==> config.mk <==
export PLATFORM = sky130hd
export DESIGN_NAME = dbi_codec
export DESIGN_NICKNAME = d
export VERILOG_FILES = /design/src/rtl/dbi_pkg.sv /design/src/rtl/dbi_grp_enc.sv /design/src/rtl/dbi_tx.sv /design/src/rtl/dbi_rx.sv /design/src/rtl/dbi_codec.sv
export SDC_FILE = /design/constraint.sdc
export NUM_CORES = 1
export LEC_CHECK = 0
export BUFFER_PORTS_ARGS = -buffer_cell sky130_fd_sc_hd__buf_2
export CORE_UTILIZATION = 57
export CTS_CLUSTER_DIAMETER = 80
export CTS_CLUSTER_SIZE = 25
export DETAILED_ROUTE_END_ITERATION = 7
export PLACE_DENSITY = 0.88
export SLEW_MARGIN = 20
export SYNTH_ARGS = -nofsm -noshare
export SYNTH_HDL_FRONTEND = slang
export SYNTH_SLANG_ARGS = --single-unit
==> constraint.sdc <==
create_clock -name clk -period 14.45 [get_ports clk]
set_input_delay 1.445 -clock clk [delete_from_list [all_inputs] [get_ports clk]]
set_output_delay 1.445 -clock clk [all_outputs]
set_load 0.005 [all_outputs]
==> src/rtl/dbi_pkg.sv <==
// Shared sizing defaults for the bus inversion codec.
// Assumes the data width is a whole multiple of the group width.
package dbi_pkg;
    localparam int DBI_DATA_W = 32;
    localparam int DBI_GRP_W  = 16;

    // Switching budget for one group: half of its data lines.
    function automatic int toggle_budget(input int grp_w);
        return grp_w / 2;
    endfunction
endpackage

==> src/rtl/dbi_grp_enc.sv <==
// One group's inversion decision (combinational).
// Counts the data lines that differ from the history plus the previous
// flag. Drives the complement when that count exceeds LIMIT and en is high.
// Assumes hist/hflag are the values last driven on the wires.
module dbi_grp_enc #(
    parameter int GRP_W = 16,
    parameter int LIMIT = GRP_W / 2
) (
    input  logic             en,
    input  logic [GRP_W-1:0] din,
    input  logic [GRP_W-1:0] hist,
    input  logic             hflag,
    output logic [GRP_W-1:0] dout,
    output logic             inv
);
    localparam int CW = $clog2(GRP_W + 2);

    logic [CW-1:0] cnt;

    // Count the lines that would switch if the group were sent as is.
    always_comb begin
        cnt = CW'(hflag);
        for (int i = 0; i < GRP_W; i++) begin
            cnt = cnt + CW'(din[i] ^ hist[i]);
        end
    end

    assign inv  = en && (cnt > CW'(LIMIT));
    assign dout = inv ? ~din : din;
endmodule

==> src/rtl/dbi_tx.sv <==
// Transmit encoder: one decision per group, registered bus and flags,
// and per-group history that the next decision is measured against.
// Assumes fast_mode and share_req are quasi-static configuration.
// The history and flags are cleared whenever fast_mode is low.
module dbi_tx #(
    parameter int DATA_W     = 32,
    parameter int GRP_W      = 16,
    parameter int SHARED_GRP = DATA_W / GRP_W - 1
) (
    input  logic                      clk,
    input  logic                      rst_n,
    input  logic                      fast_mode,
    input  logic                      share_req,
    input  logic                      tx_valid,
    input  logic [DATA_W-1:0]         tx_data,
    input  logic                      tx_req,
    output logic [DATA_W-1:0]         bus_q,
    output logic [DATA_W/GRP_W-1:0]   flag_q,
    output logic                      req_q
);
    localparam int NGRP  = DATA_W / GRP_W;
    localparam int LIMIT = dbi_pkg::toggle_budget(GRP_W);

    logic [DATA_W-1:0] hist_q;
    logic [DATA_W-1:0] enc_data;
    logic [NGRP-1:0]   enc_inv;
    logic [NGRP-1:0]   grp_en;

    for (genvar g = 0; g < NGRP; g++) begin : g_grp
        // The shared group is never inverted when its flag wire is lent out.
        assign grp_en[g] = fast_mode && !(share_req && (g == SHARED_GRP));

        dbi_grp_enc #(
            .GRP_W(GRP_W),
            .LIMIT(LIMIT)
        ) u_enc (
            .en   (grp_en[g]),
            .din  (tx_data[g*GRP_W +: GRP_W]),
            .hist (hist_q[g*GRP_W +: GRP_W]),
            .hflag(flag_q[g]),
            .dout (enc_data[g*GRP_W +: GRP_W]),
            .inv  (enc_inv[g])
        );


        toggle_cap_chk: assert property (@(posedge clk) disable iff (!rst_n)
            (tx_valid && grp_en[g]) |=>
            (int'($countones(bus_q[g*GRP_W +: GRP_W] ^ $past(hist_q[g*GRP_W +: GRP_W])))
             + int'(flag_q[g] != $past(flag_q[g]))) <= LIMIT);
    end

    // Drive the wires and advance the history on accepted transfers.
    always_ff @(posedge clk) begin
        if (!rst_n) begin
            bus_q  <= '0;
            flag_q <= '0;
            hist_q <= '0;
        end else begin
            if (tx_valid) begin
                bus_q <= enc_data;
            end
            if (!fast_mode) begin
                hist_q <= '0;
                flag_q <= '0;
            end else if (tx_valid) begin
                hist_q <= enc_data;
                flag_q <= enc_inv;
            end
        end
    end

    // Register the request bit every cycle for the shared flag wire.
    always_ff @(posedge clk) begin
        if (!rst_n) begin
            req_q <= 1'b0;
        end else begin
            req_q <= tx_req;
        end
    end


    slow_pass_chk: assert property (@(posedge clk) disable iff (!rst_n)
        (tx_valid && !fast_mode) |=> (bus_q == $past(tx_data)) && (flag_q == '0));


    tx_hold_chk: assert property (@(posedge clk) disable iff (!rst_n)
        !tx_valid |=> $stable(bus_q));
endmodule

==> src/rtl/dbi_rx.sv <==
// Receive decoder: undoes each group's inversion when the word is captured
// and registers the result. Flags count only in fast_mode. The shared flag
// wire is routed to req_q instead when share_req is high.
// Assumes the flag wires are aligned with the data wires.
module dbi_rx #(
    parameter int DATA_W     = 32,
    parameter int GRP_W      = 16,
    parameter int SHARED_GRP = DATA_W / GRP_W - 1
) (
    input  logic                      clk,
    input  logic                      rst_n,
    input  logic                      fast_mode,
    input  logic                      share_req,
    input  logic                      rx_valid,
    input  logic [DATA_W-1:0]         rx_bus,
    input  logic [DATA_W/GRP_W-1:0]   rx_inv,
    output logic [DATA_W-1:0]         data_q,
    output logic                      dv_q,
    output logic                      req_q
);
    localparam int NGRP = DATA_W / GRP_W;

    logic [NGRP-1:0]   flag_eff;
    logic [DATA_W-1:0] dec;

    for (genvar g = 0; g < NGRP; g++) begin : g_grp
        // A flag counts only in fast mode and when its wire is not lent out.
        assign flag_eff[g] = rx_inv[g] && fast_mode && !(share_req && (g == SHARED_GRP));
        assign dec[g*GRP_W +: GRP_W] = rx_bus[g*GRP_W +: GRP_W] ^ {GRP_W{flag_eff[g]}};
    end

    // Capture the decoded word and its valid marker.
    always_ff @(posedge clk) begin
        if (!rst_n) begin
            data_q <= '0;
            dv_q   <= 1'b0;
            req_q  <= 1'b0;
        end else begin
            dv_q  <= rx_valid;
            req_q <= share_req ? rx_inv[SHARED_GRP] : 1'b0;
            if (rx_valid) begin
                data_q <= dec;
            end
        end
    end


    rx_hold_chk: assert property (@(posedge clk) disable iff (!rst_n)
        !rx_valid |=> $stable(data_q));


    rx_vld_chk: assert property (@(posedge clk) disable iff (!rst_n)
        rx_valid |=> dv_q);


    rx_slow_chk: assert property (@(posedge clk) disable iff (!rst_n)
        (rx_valid && !fast_mode) |=> (data_q == $past(rx_bus)));
endmodule

==> src/rtl/dbi_codec.sv <==
// Top of the bus inversion codec: transmit encoder, receive decoder and
// the shared upper flag wire mux. Both directions have one cycle latency.
// Assumes a single clock for both directions.
module dbi_codec #(
    parameter int DATA_W = dbi_pkg::DBI_DATA_W,
    parameter int GRP_W  = dbi_pkg::DBI_GRP_W
) (
    input  logic                    clk,
    input  logic                    rst_n,
    input  logic                    fast_mode,
    input  logic                    share_req,
    input  logic                    tx_valid,
    input  logic [DATA_W-1:0]       tx_data,
    input  logic                    tx_req,
    output logic [DATA_W-1:0]       tx_bus,
    output logic [DATA_W/GRP_W-1:0] tx_inv,
    input  logic                    rx_valid,
    input  logic [DATA_W-1:0]       rx_bus,
    input  logic [DATA_W/GRP_W-1:0] rx_inv,
    output logic                    rx_data_valid,
    output logic [DATA_W-1:0]       rx_data,
    output logic                    rx_req
);
    localparam int NGRP       = DATA_W / GRP_W;
    localparam int SHARED_GRP = NGRP - 1;

    logic [NGRP-1:0] tx_flag;
    logic            tx_req_q;

    dbi_tx #(
        .DATA_W    (DATA_W),
        .GRP_W     (GRP_W),
        .SHARED_GRP(SHARED_GRP)
    ) u_tx (
        .clk      (clk),
        .rst_n    (rst_n),
        .fast_mode(fast_mode),
        .share_req(share_req),
        .tx_valid (tx_valid),
        .tx_data  (tx_data),
        .tx_req   (tx_req),
        .bus_q    (tx_bus),
        .flag_q   (tx_flag),
        .req_q    (tx_req_q)
    );

    dbi_rx #(
        .DATA_W    (DATA_W),
        .GRP_W     (GRP_W),
        .SHARED_GRP(SHARED_GRP)
    ) u_rx (
        .clk      (clk),
        .rst_n    (rst_n),
        .fast_mode(fast_mode),
        .share_req(share_req),
        .rx_valid (rx_valid),
        .rx_bus   (rx_bus),
        .rx_inv   (rx_inv),
        .data_q   (rx_data),
        .dv_q     (rx_data_valid),
        .req_q    (rx_req)
    );

    // Route flags to the wires; the shared wire may carry the request bit.
    for (genvar g = 0; g < NGRP; g++) begin : g_pin
        if (g == SHARED_GRP) begin : g_shared
            assign tx_inv[g] = share_req ? tx_req_q : tx_flag[g];
        end else begin : g_plain
            assign tx_inv[g] = tx_flag[g];
        end
    end


    req_pin_chk: assert property (@(posedge clk) disable iff (!rst_n)
        (share_req && $past(share_req) && $past(rst_n)) |->
        (tx_inv[SHARED_GRP] == $past(tx_req)));


    shared_raw_chk: assert property (@(posedge clk) disable iff (!rst_n)
        (share_req && tx_valid) |=>
        (tx_bus[SHARED_GRP*GRP_W +: GRP_W] == $past(tx_data[SHARED_GRP*GRP_W +: GRP_W])));
endmodule

==> results.py, run 1 <==
metrics = {
    "final_layout": {
        "seq_area_um2": 2020,
        "drive_gt1_frac": 0.275,
        "final_nets": 726,
        "fillers": 634,
        "multi_input_area_um2": 2800,
        "syn2layout_area_growth_pct": 17.8,
        "antenna_cells": 0,
    },
    "synth": {
        "synth_cells": 507,
        "synth_flop_cell": "dfxtp_1",
        "yosys.cell_count.top_type": "dfxtp_1",
        "yosysSeqAreaShare": 0.401,
        "synth_nets": 610,
        "synth_area_um2": 5050,
        "async_reset_ff_frac": 0,
        "ys_seq_elements": 101,
        "synth_edf_count": 0,
        "synthTopCellsByCount": "101 x dfxtp_1, 65 x a21oi_1, 65 x o21ai_0, 63 x xor2_1, 36 x nand2_1",
        "synth_top_area_frac": 0.401,
        "ys_top_cells_by_area": "dfxtp_1 40%, xor2_1 11%, fa_1 8.7%",
        "synth.avg_cell_area_um2": 9.96,
        "ys_warn_count": 0,
        "synth_cell_types": 35,
        "synth_top_area_cell": "dfxtp_1",
    },
    "clock_network": {
        "cts_resized": 0,
        "cts_setup_buffers": 0,
        "cts_tree": "built",
        "cts_root_buffer": "clkbuf_8",
        "clk_path_buf_depth": 2,
        "ctsHoldBuffers": 0,
        "htreeDepth": 3,
        "cts_sinks": 101,
        "clk_latency_ns": 0.36,
        "numCtsBuffers": 9,
        "clk_pin_slew_worst_paths_ns": 0.10,
    },
    "critical_path": {
        "endpoint_kind": "register",
        "cpPeakStageDelay_ns": 0.59,
        "critPathLaunchType": "input pin",
        "slowest_stage": "nor4_2",
        "critPathArrivalTime_ns": 6.34,
        "crit_top_cell": "fa_1",
        "critPathKind": "in2reg",
        "crit_chain": "buf_2 > xor2_1 > fa_1 > fa_1 > fa_1 > inv_1 > fa_1 > fa_1 > fa_1 > nand4b_1 > o21ai_0 > nor4_2 > buf_4 > xnor2_1 > a21oi_1",
        "cp_max_fo": 13,
        "required_ns": 14.64,
    },
    "worst_hold_path": {
        "hold_path.class": "reg2reg",
    },
    "run": {
        "drv_cap": 0,
    },
    "grt": {
        "antenna_found_initial": 0,
        "grt_max_degree": 132,
        "grt_pass1_wl_um": 16600,
        "grt.total_usage": 0.232,
        "overflow": 0,
        "grt_pass1_vias": 3640,
    },
    "floorplan": {
        "die_h_um": 96.1,
        "ios": 141,
        "core_um2": 8380,
        "start_util": 0.602,
        "chipWidth_um": 96.1,
        "fp-row-count": 33,
        "die_area_um2": 9240,
    },
    "routing": {
        "vias": 3930,
        "dr.first_iter.drc_count": 120,
        "drc": 0,
        "ant_nets": 0,
        "wl_per_cell_um": 14.7,
        "firstDrtPassIters": 5,
        "totalWireLength_um": 10800,
        "avgViaCountPerCell": 5.36,
    },
    "placement": {
        "hpwl_um": 7620,
        "portBuffers": 140,
        "place_congestion": 0.811,
    },
    "sta": {
        "skew_ns": 0.0156,
        "tightest_slew_ns": 1.06,
        "rsz0062_at_grt": "false",
        "max_freq_mhz": 163,
        "setup_violations": 0,
        "finalCritPeriodShare": 0.425,
        "fin_crit_ns": 6.14,
        "final_max_slew_viol_count": 0,
        "hold_violations": 0,
        "slew_headroom": 0.294,
        "finalSetupTns_ns": 0,
    },
    "outcome": {
        "outcome": "completed",
    },
}
-- per-stage QoR --
step                       util  hold slack, ns  worst slack (ns)  cells  instance area (µm²)
after floorplan               -           0.477              8.75    507                 5050
after global routing      0.709           0.505              8.10    733                 5950
after global placement    0.684           0.456              8.17    717                 5730
after detailed placement  0.684           0.461              7.95    717                 5730
after CTS                 0.709           0.484              8.30    733                 5940
final                     0.709           0.481              8.31    733                 5950
-- routing by layer --
metal	up-vias	routed length, µm	global-route usage
met5	-	0	0
met4	0	219	0.0833
met3	17	410	0.0442
met2	98	5670	0.412
met1	1873	4490	0.279
li1	1942	-	-
-- worst paths after layout --
| check | cells after the start | startpoint | to | slack (ns) |
|---|---|---|---|---|
| setup reg to reg | 14 | u_tx.hist_q[16] | u_tx.bus_q[19] | 9.17 |
| hold reg to reg | 1 | u_rx.data_q[16] | u_rx.data_q[16] | 0.48 |
| hold / removal | 1 | u_rx.data_q[16] | u_rx.data_q[16] | 0.48 |
| setup / recovery | 15 | tx_data[16] | u_tx.bus_q[19] | 8.31 |
-- state kept, by name, indices dropped and copies added, names as in the netlist --
| name | count |
|---|---|
| u_tx.req_q | 1 |
| u_rx.data_q | 32 |
| u_tx.hist_q | 32 |
| u_rx.req_q | 1 |
| u_rx.dv_q | 1 |
| u_tx.bus_q | 32 |
| u_tx.flag_q | 2 |
-- critical path: cells and delay by family --
| kind | cells | cell delay [ns] |
|---|---|---|
| xor+xnor | 2 | 0.34 |
| buf+inv | 3 | 0.53 |
| compound gates | 2 | 0.24 |
| simple gates | 2 | 0.75 |
| fa+ha+maj | 6 | 3.02 |
-- cell usage in the layout (no fill, tap or decap), drive strengths merged, types with 8 or more instances in the layout --
| master | n |
|---|---|
| buf | 143 |
| dfxtp | 101 |
| xor2 | 72 |
| a21oi | 65 |
| o21ai | 65 |
| nand2 | 36 |
| o211a | 32 |
| xnor2 | 25 |
| fa | 22 |
| inv | 16 |
| clkbuf | 12 |
| ha | 8 |
-- cells by family (layout without fill, tap and decap cells) --
kind of cell / Yosys count / after routing / synth area share
mux: 2 / 2 / 0.00421
compound gates: 167 / 167 / 0.204
simple gates: 56 / 56 / 0.0553
xor+xnor: 97 / 97 / 0.182
buf+inv: 54 / 175 / 0.0471
flops: 101 / 101 / 0.401
fa+ha+maj: 30 / 30 / 0.107
-- layout make-up --
type                            instances  share of cell area
Inverter                               16              0.0101
Tap cell                              105              0.0221
Clock inverter                          4             0.00947
Clock buffer                           12              0.0261
Multi-Input combinational cell        352               0.470
Timing Repair Buffer                  143               0.122
Sequential cell                       101               0.340
Power of run 1 is not shown: default switching activity piles up to over one toggle a cycle in this logic, so the estimate is an artifact.
==> run 2, diff against run 1 <==
--- a/config.mk
+++ b/config.mk
@@ -6,11 +6,11 @@
 export NUM_CORES = 1
 export LEC_CHECK = 0
 export BUFFER_PORTS_ARGS = -buffer_cell sky130_fd_sc_hd__buf_2
-export CORE_UTILIZATION = 57
+export CORE_UTILIZATION = 53
 export CTS_CLUSTER_DIAMETER = 80
 export CTS_CLUSTER_SIZE = 25
 export DETAILED_ROUTE_END_ITERATION = 7
-export PLACE_DENSITY = 0.88
+export PLACE_DENSITY = 0.83
 export SLEW_MARGIN = 20
 export SYNTH_ARGS = -nofsm -noshare
 export SYNTH_HDL_FRONTEND = slang
==> constraint.sdc (replaced) <==
create_clock -name clk -period 6.06 [get_ports clk]
set_input_delay 0.606 -clock clk [delete_from_list [all_inputs] [get_ports clk]]
set_output_delay 0.606 -clock clk [all_outputs]
set_load 0.005 [all_outputs]
==> results.py, run 2 (same netlist as run 1, synthesis figures left out) <==
metrics = {
    "final_layout": {
        "fin_util": 0.648,
        "stdcell_area_um2": 5990,
        "final_nets": 728,
        "top_regs": "u_rx.data_q: 32 flops, u_tx.bus_q: 32 flops, u_tx.hist_q: 32 flops",
        "drive_gt1_frac": 0.277,
        "syn2layout_area_growth_pct": 18.7,
        "layout_common_cells": "139 x buf_2, 101 x dfxtp_1, 65 x a21oi_1, 65 x o21ai_0, 63 x xor2_1",
        "final_common_cell": "buf_2",
        "antenna_cells": 0,
        "stdcell_count": 758,
    },
    "routing": {
        "vias": 3981,
        "firstDrtPassIters": 4,
        "drc": 0,
        "totalWireLength_um": 11100,
        "ant_nets": 0,
        "avgViaCountPerCell": 5.25,
        "wl_per_cell_um": 14.6,
        "dr.first_iter.drc_count": 139,
    },
    "grt": {
        "overflow": 0,
        "antenna_found_initial": 1,
        "grt_pass1_vias": 3899,
        "grt_max_degree": 132,
        "grt_pass1_wl_um": 17900,
        "grt.total_usage": 0.229,
    },
    "critical_path": {
        "cpPeakStageDelay_ns": 0.54,
        "crit_chain": "xor2_1 > fa_1 > fa_1 > fa_1 > inv_1 > fa_1 > fa_1 > fa_1 > nand2_1 > o221a_1 > o311ai_4 > buf_4 > xor2_1 > a21oi_1",
        "required_ns": 6.30,
        "reg2reg_slack_ns": 1.09,
        "slowest_stage": "fa_1",
        "regToRegEndpoint": "u_tx.bus_q[5]",
        "critPathLaunchType": "register",
        "crit_top_cell": "fa_1",
        "endpoint_kind": "register",
        "rr_startpoint": "u_tx.hist_q[1]",
        "cp-endpoint": "u_tx.bus_q[5]",
        "critPathArrivalTime_ns": 5.22,
        "cp_max_fo": 10,
        "startpoint": "u_tx.hist_q[1]",
        "reg2reg_depth": 14,
        "critPathKind": "reg2reg",
    },
    "sta": {
        "max_freq_mhz": 201,
        "setup_violations": 0,
        "finalCritPeriodShare": 0.820,
        "slew_headroom": 0.338,
        "hold_violations": 0,
        "skew_ns": 0.0136,
        "final_max_slew_viol_count": 0,
        "tightest_slew_ns": 0.993,
        "finalSetupTns_ns": 0,
        "rsz0062_at_grt": "false",
        "fin_crit_ns": 4.97,
    },
    "outcome": {
        "outcome": "completed",
    },
    "clock_network": {
        "clk_pin_slew_worst_paths_ns": 0.09,
        "numCtsBuffers": 9,
        "htreeDepth": 3,
        "cts_sinks": 101,
        "clk_latency_ns": 0.37,
        "ctsHoldBuffers": 0,
        "cts_root_buffer": "clkbuf_8",
        "cts_setup_buffers": 0,
        "cts_resized": 0,
        "clk_path_buf_depth": 2,
        "cts_tree": "built",
    },
    "floorplan": {
        "fp-row-count": 35,
        "die_area_um2": 9920,
        "start_util": 0.546,
        "ios": 141,
        "die_h_um": 99.6,
        "core_um2": 9240,
        "chipWidth_um": 99.6,
    },
    "placement": {
        "dp_cells": 742,
        "hpwl_um": 7880,
        "portBuffers": 140,
        "place_congestion": 0.785,
        "dpl-instance-area_um2": 5770,
    },
    "worst_hold_path": {
        "hold_path.class": "in2reg",
    },
    "run": {
        "drv_cap": 0,
    },
}
run 2: cell count changes in the layout (fill, tap and decap cells not counted):
cell / change
inv_6: +2
clkbuf_8: -1
buf_4: +1
buf_12: +1
clkinv_4: -2
run 2: worst max-delay path: cells and delay by family (launching register included):
family | cells | cell delay (ns)
flops | 1 | 0.37
xor+xnor | 2 | 0.43
buf+inv | 2 | 0.43
compound gates | 3 | 0.52
simple gates | 1 | 0.06
fa+ha+maj | 6 | 3.04
run 2: worst min path at each step:
stage / startpoint / endpoint / slack, ns / cells after the start
6_report: tx_req / u_tx.req_q / 0.45 / 2
5_1_grt: tx_req / u_tx.req_q / 0.45 / 2
4_1_cts: tx_req / u_tx.req_q / 0.44 / 2
3_5_place_dp: u_rx.data_q[29] / u_rx.data_q[29] / 0.46 / 1
3_3_place_gp: u_rx.data_q[3] / u_rx.data_q[3] / 0.46 / 1
2_1_floorplan: u_rx.data_q[10] / u_rx.data_q[10] / 0.48 / 1
run 2: per-layer routing:
layer  track usage  vias to the layer above  wire length, µm
met4         0.105                        2              330
met5             0                        -               11
met1         0.269                     1914             4570
met3        0.0415                       28              378
li1              -                     1946                -
met2         0.408                       91             5780
run 2: area by class of cell:
| class | count | area [µm²] |
|---|---|---|
| flip-flops and latches | 101 | 2020 |
| clock buffers | 11 | 141 |
| fillers | 769 | 3250 |
| clock inverters | 4 | 56.3 |
| multi-input cells | 352 | 2800 |
| well taps | 129 | 161 |
| inverters | 16 | 60.1 |
| repair buffers | 145 | 753 |
run 2: stage by stage:
| stage | setup WS, ns | hold slack, ns |
|---|---|---|
| 6_report | 1.09 | 0.450 |
| 5_1_grt | 0.827 | 0.446 |
| 4_1_cts | 1.04 | 0.437 |
| 3_5_place_dp | 0.664 | 0.463 |
| 3_3_place_gp | 0.792 | 0.456 |
| 2_1_floorplan | 1.20 | 0.477 |
Power of run 2 is left out for the same reason.
